[config.mk]
export PLATFORM = sky130hd
export DESIGN_NAME = alarm_set
export DESIGN_NICKNAME = d
export VERILOG_FILES = /design/src/rtl/alarm_set_pkg.sv /design/src/rtl/alarm_up_sync.sv /design/src/rtl/alarm_bcd_digit.sv /design/src/rtl/alarm_time_field.sv /design/src/rtl/alarm_set.sv
export SDC_FILE = /design/constraint.sdc
export NUM_CORES = 1
export LEC_CHECK = 0
export ABC_AREA = 1
export ABC_CLOCK_PERIOD_IN_PS = 1350
export BUFFER_PORTS_ARGS = -buffer_cell sky130_fd_sc_hd__clkbuf_2
export CAP_MARGIN = 10
export CORE_UTILIZATION = 48
export CTS_CLUSTER_SIZE = 10
export DETAILED_ROUTE_END_ITERATION = 10
export HOLD_SLACK_MARGIN = 0.02
export PLACE_DENSITY = 0.77
export REMOVE_ABC_BUFFERS = 1
export SKIP_CTS_REPAIR_TIMING = 1
export SYNTH_ARGS = -nofsm -noshare
export SYNTH_HDL_FRONTEND = slang
export SYNTH_HIERARCHICAL = 1
export SYNTH_SLANG_ARGS = --single-unit
[constraint.sdc]
create_clock -name clk -period 1.35 [get_ports clk]
set_input_delay 0.135 -clock clk [delete_from_list [all_inputs] [get_ports clk]]
set_output_delay 0.135 -clock clk [all_outputs]
set_load 0.03 [all_outputs]
[src/rtl/alarm_set_pkg.sv]
package alarm_set_pkg;
  localparam int DIGIT_W = 4;
  typedef logic [DIGIT_W-1:0] bcd_t;

  // Field limits (largest legal value of each field)
  localparam int SEC_LAST  = 59;
  localparam int MIN_LAST  = 59;
  localparam int HOUR_LAST = 23;

  function automatic bcd_t tens_of(input int v);
    return bcd_t'(v / 10);
  endfunction

  function automatic bcd_t ones_of(input int v);
    return bcd_t'(v % 10);
  endfunction
endpackage

[src/rtl/alarm_up_sync.sv]
// Brings the set button into the clock domain and emits a one-cycle
// step on each rising edge. STAGES must be at least 2.
module alarm_up_sync #(
  parameter int STAGES = 2
) (
  input  logic clk,
  input  logic rst,
  input  logic btn,
  output logic step
);
  localparam int LAST = STAGES - 1;

  logic [STAGES-1:0] sr;

  always_ff @(posedge clk) begin
    if (rst) sr <= '0;
    else     sr <= {sr[STAGES-2:0], btn};
  end

  assign step = sr[LAST-1] & ~sr[LAST];
endmodule

[src/rtl/alarm_bcd_digit.sv]
// One BCD digit counting 0..MODULUS-1 with a synchronous clear.
module alarm_bcd_digit
  import alarm_set_pkg::*;
#(
  parameter int MODULUS = 10
) (
  input  logic clk,
  input  logic rst,
  input  logic clr,
  input  logic inc,
  output bcd_t value,
  output logic at_top
);
  localparam bcd_t TOP = bcd_t'(MODULUS - 1);

  bcd_t q;

  always_ff @(posedge clk) begin
    if (rst || clr)  q <= '0;
    else if (inc)    q <= (q == TOP) ? '0 : q + bcd_t'(1);
  end

  assign value  = q;
  assign at_top = (q == TOP);
endmodule

[src/rtl/alarm_time_field.sv]
// Two-digit BCD field that wraps to 00 after LAST_VALUE.
module alarm_time_field
  import alarm_set_pkg::*;
#(
  parameter int TENS_MOD   = 6,
  parameter int LAST_VALUE = 59
) (
  input  logic clk,
  input  logic rst,
  input  logic step,
  output bcd_t tens,
  output bcd_t ones
);
  localparam bcd_t LAST_T = tens_of(LAST_VALUE);
  localparam bcd_t LAST_O = ones_of(LAST_VALUE);

  logic wrap;
  logic ones_top;
  logic tens_top;

  assign wrap = step && (tens == LAST_T) && (ones == LAST_O);

  alarm_bcd_digit #(.MODULUS(10)) u_ones (
    .clk(clk), .rst(rst), .clr(wrap), .inc(step),
    .value(ones), .at_top(ones_top)
  );

  alarm_bcd_digit #(.MODULUS(TENS_MOD)) u_tens (
    .clk(clk), .rst(rst), .clr(wrap), .inc(step && ones_top),
    .value(tens), .at_top(tens_top)
  );

  logic unused_tens_top;
  assign unused_tens_top = tens_top;
endmodule

[src/rtl/alarm_set.sv]
module alarm_set
  import alarm_set_pkg::*;
#(
  parameter int SYNC_STAGES = 2
) (
  input  logic clk,
  input  logic rst,
  input  logic set_up,
  input  logic alarm_mode,
  input  logic sel_hours,
  input  logic sel_minutes,
  input  logic sel_seconds,
  output logic [3:0] hours_tens,
  output logic [3:0] hours_ones,
  output logic [3:0] minutes_tens,
  output logic [3:0] minutes_ones,
  output logic [3:0] seconds_tens,
  output logic [3:0] seconds_ones
);
  logic up_step;

  alarm_up_sync #(.STAGES(SYNC_STAGES)) u_sync (
    .clk(clk), .rst(rst), .btn(set_up), .step(up_step)
  );

  logic step_h, step_m, step_s;
  assign step_h = up_step && alarm_mode && sel_hours;
  assign step_m = up_step && alarm_mode && sel_minutes;
  assign step_s = up_step && alarm_mode && sel_seconds;

  alarm_time_field #(.TENS_MOD(3), .LAST_VALUE(HOUR_LAST)) u_hours (
    .clk(clk), .rst(rst), .step(step_h),
    .tens(hours_tens), .ones(hours_ones)
  );

  alarm_time_field #(.TENS_MOD(6), .LAST_VALUE(MIN_LAST)) u_minutes (
    .clk(clk), .rst(rst), .step(step_m),
    .tens(minutes_tens), .ones(minutes_ones)
  );

  alarm_time_field #(.TENS_MOD(6), .LAST_VALUE(SEC_LAST)) u_seconds (
    .clk(clk), .rst(rst), .step(step_s),
    .tens(seconds_tens), .ones(seconds_ones)
  );
endmodule

Yosys cells after proc, flatten, opt, wreduce, memory -nomap -nowiden --
Cells that the tools add are included.
Word-level totals: register bits 26, input port bits 7, output and inout bits 24
Operators by class: add/sub/neg operators 6, equal/unequal tests 7, muxes and demuxes 6, bitwise operators 2, reductions and logical operators 16
Operator list (number):
- $add A4 B1 Y4 const B | 6
- $mux W4 | 6
- $logic_and A1 B1 Y1 | 13
- $eq A4 B4 Y1 const B | 3
- $eq A4 B2 Y1 const B | 2
- $eq A4 B3 Y1 const B | 2
- $logic_or A1 B1 Y1 | 3
- $and A1 B1 Y1 | 1
- $not A1 Y1 | 1

Logic depth before layout (Yosys ltp) --
word-level depth 7, mapped depth 11, gate-level depth less buffers 11

Cells and area by module --
The synthesis kept the hierarchy.
Modules (own cells, without submodules):
- alarm_bcd_digit at u_hours.u_ones ... | times used 3, cells each 31, area each 205.2 um^2, sequential area each 80.1 um^2
- alarm_bcd_digit at u_minutes.u_tens ... | times used 2, cells each 29, area each 198.9 um^2, sequential area each 80.1 um^2
- alarm_bcd_digit at u_hours.u_tens | times used 1, cells each 28, area each 200.2 um^2, sequential area each 80.1 um^2
- alarm_time_field at u_minutes ... | times used 2, cells each 11, area each 47.5 um^2, sequential area each 0.0 um^2
- alarm_up_sync | times used 1, cells each 7, area each 58.8 um^2, sequential area each 40.0 um^2
- alarm_time_field at u_hours | times used 1, cells each 13, area each 55.1 um^2, sequential area each 0.0 um^2
- alarm_set | times used 1, cells each 7, area each 26.3 um^2, sequential area each 0.0 um^2

Worst setup path after synthesis --
Ideal clock, no wire load.
path kind reg2reg, start register u_hours.u_ones.q[0] (netlist: u_hours/u_ones/value[0]), end register u_hours.u_tens.q[2] (netlist: u_hours/u_tens/value[2]), library setup time 0.116 ns, data arrival time 1.358 ns, setup slack -0.123 ns, stages on the path, launching flop included 9, path buffers 0, clock period less this slack 1.473 ns, cell sequence dfxtp_1 > inv_1 > nor3_1 > nand2_1 > inv_1 > nand2_2 > nor2_4 > nand2_1 > and3_1
On the way: elaborated cells between the ends (all ways) 5
RTL lines:
- start: declaration | line alarm_bcd_digit.sv:16 | bcd_t q;
- start signal: assignment | line alarm_bcd_digit.sv:20 | else if (inc) q <= (q == TOP) ? '0 : q + bcd_t'(1);
- $eq A4 B4 Y1 | line alarm_bcd_digit.sv:24 | assign at_top = (q == TOP);
- net u_hours.ones_top | line alarm_time_field.sv:18 | logic ones_top;
- $logic_and A1 B1 Y1 | line alarm_time_field.sv:29 | .clk(clk), .rst(rst), .clr(wrap), .inc(step && ones_top),
- end signal: assignment | line alarm_bcd_digit.sv:20
- end: declaration | line alarm_bcd_digit.sv:16
The timed path passes the listed nets, and every way through them passes these cells. A chain may end at the register's enable or synchronous reset.

Worst setup path in the final report --
start register u_sync.sr[0], end register u_seconds.u_tens.q[2] (netlist: u_seconds/u_tens/value[2])
On the way: word-level cells in the longest chain between the ends 6, elaborated cells between the ends (all ways) 7
Ends and longest elaborated chain:
- start: declaration | line alarm_up_sync.sv:13 | logic [STAGES-1:0] sr;
- start signal: assignment | line alarm_up_sync.sv:17 | else sr <= {sr[STAGES-2:0], btn};
- $and A1 B1 Y1 (*) | line alarm_up_sync.sv:20 | assign step = sr[LAST-1] & ~sr[LAST];
- net up_step | line alarm_set.sv:20 | logic up_step;
- $logic_and A1 B1 Y1 (*) (2 in a row) | line alarm_set.sv:29 | assign step_s = up_step && alarm_mode && sel_seconds;
- net step_s | line alarm_set.sv:26 | logic step_h, step_m, step_s;
- $logic_and A1 B1 Y1 (2 in a row) | line alarm_time_field.sv:21 | assign wrap = step && (tens == LAST_T) && (ones == LAST_O);
- $logic_or A1 B1 Y1 | line alarm_bcd_digit.sv:19 | if (rst || clr) q <= '0;
- end signal: assignment | line alarm_bcd_digit.sv:20
- end: declaration | line alarm_bcd_digit.sv:16
The timed path passes the listed nets; every way through them passes the cells marked *.

==> impl_results.md <==
* Average size of a mapped cell at 6.38 um2
* Class of the tightest hold or removal check: input pin to flip-flop
* Count of pins over their slew limit at 0
* Endpoint required time on the critical path at 1590 ps
* Via density per instance at 4.79
* Clock latency reported for the late side of the worst-skew pair at 320 ps
* Critical path type: flip-flop to flip-flop
* Fraction of final layout cells with drive strength greater than 1 at 0.357
* Failing checks: design-rule violations, negative setup slack
* Cell at the root of the clock tree: clkbuf_4
* Most frequent standard cell in the layout excluding fill and tap cells: inv_1
* Via count of the first global-routing pass at 1286
* # IOs at 31
* Die H at 56.8 um
* Worst setup EP type: flip-flop
* Maximum net fanout on the critical path at 5
* Antenna Cells at 0
* Final Setup Violations at 4
* Final hold vios at 0
* Starting DRT DRC Count at 56
* Die area at 3230 um2
* Final-layout worst hold slack at 90.4 ps
* Outcome: finished with violations
* Global-route congestion overflow total at 0
* Effective utilization at floorplan at 0.514
* Number of antenna violations at the first check in global routing at 0
* Footprint of the multi-input gates at 768 um2
* Max-Slew Margin vs Limit at 0.749
* Number of CTS-inserted buffers at 3
* Final Routed Wirelength at 2.95 mm
* Tot Pwr at 1.18 mW
* Min-Delay Path Depth at 2
* Total half-perimeter wirelength after legalization and detailed placement at 2.30 mm
* Clock slew at reported path FFs at 140 ps
* Slew of the pin with the lowest slew margin at 374 ps
* Final WS setup at -37.9 ps
* Maximum vdd drop at 0.624 mV
* Post-synthesis to final-layout area growth at 29.8%
* Placer Congestion at 0.816
* Max cap viols at 0
* Setup repair after global routing missed its margin: yes
* Number of buffers on the longest clock path at 2
* Leading cell types in the layout, fill and taps excluded: inv_1, nand2_1, nor2_1, clkbuf_2, dfxtp_1
* Share of the clock period used by the worst path at 1.03
* Final Core Density at 0.667
* Routed wire per std cell at 9.49 um
* Startpoint kind of the worst setup timing path: flip-flop
* Via count at 1490
* Quantity of I/O buffers inserted on ports at 30
* Maximum frequency from static timing analysis at 0.721 GHz
* Total global routing track utilization at 0.198
* Yosys warnings at 6
* Horizontal die dimension at 56.8 um
* Clock tree from TritonCTS: yes
* Global-route wire length before repair at 5.09 mm
* Net count of the finished layout at 289
* Sequential cell area at 522 um2
* Placed Cells incl. Taps at 306
* Post-layout instance count excluding filler cells at 311
* Number of standard-cell rows in the floorplan at 19
* Fill cell instance count of the final layout at 272
* Core area at 2810 um2
* Power per cell area at 631 nW/um2
* Largest net degree at the start of global routing at 14
* Min cycle time layout at 1390 ps
* Worst Skew at 10.9 ps
* Depth of the CTS H-tree at 1
* Final antenna-violating net count at 0
* Post-synthesis cell count at 226
* Reg2reg path depth at 12
* Synthesized cell area at 1440 um2
* Leak Pwr at 0.936 nW
* CTS sink cnt at 26
* Data arrival time of the worst path at 1630 ps
* Sum Neg Setup Slack at -83.1 ps
* DR pass1 iterations at 7
* DRC violations left at 8
-- path summary, 6_finish.rpt --
kind	startpoint	end	slack [ps]
worst max-delay path	u_sync/sr[0]$_SDFF_PP0_	u_seconds/u_tens/value[2]$_SDFFE_PP0P_	-40
worst min-delay path	rst	u_sync/sr[0]$_SDFF_PP0_	90
worst max register to register	u_sync/sr[0]$_SDFF_PP0_	u_seconds/u_tens/value[2]$_SDFFE_PP0P_	-40
worst min register to register	u_sync/sr[0]$_SDFF_PP0_	u_sync/sr[1]$_SDFF_PP0_	450
-- state kept, by name, indices dropped and copies added (netlist names) --
signal                  cells
u_hours/u_ones/value        4
u_hours/u_tens/value        4
u_minutes/u_ones/value      4
u_minutes/u_tens/value      4
u_seconds/u_ones/value      4
u_seconds/u_tens/value      4
u_sync/sr                   2
-- routing by layer --
metal / vias up / global-route usage / share of wire
met2: 29 / 0.344 / 0.46
met5: - / 0 / 0
li1: 800 / - / -
met1: 659 / 0.245 / 0.49
met4: 0 / 0.0523 / 0.0064
met3: 2 / 0.0484 / 0.042
-- critical path, cell delays in order, from the launching register on --
cell,delay (ps)
dfxtp_2,340
inv_2,30
nor2_2,100
nand2_2,100
nor2_2,130
buf_6,130
nand2_4,50
inv_4,80
nand2_4,60
nor2_4,130
nand2_1,60
nand3_1,70
nor2_1,40
-- where the power goes --
group	switching, mW	internal (mW)	total, mW
logic	0.0506	0.0316	0.0822
clock network	0.218	0.105	0.322
registers	0.00303	0.774	0.777
-- area by class of cell --
type                            instances  area share
Multi-Input combinational cell        146       0.411
Sequential cell                        26       0.279
Timing Repair Buffer                   51       0.168
Inverter                               54       0.110
Tap cell                               31      0.0207
Clock buffer                            3      0.0120
-- through the flow --
step / area [um2] / setup WS, ps
floorplan: 1440 / -123
global placement: 1770 / 17.7
detailed placement: 1770 / -15.5
CTS: 1800 / -42.7
global route: 1870 / -167
finish: 1870 / -37.9
Power figures use the tool's default switching activity.
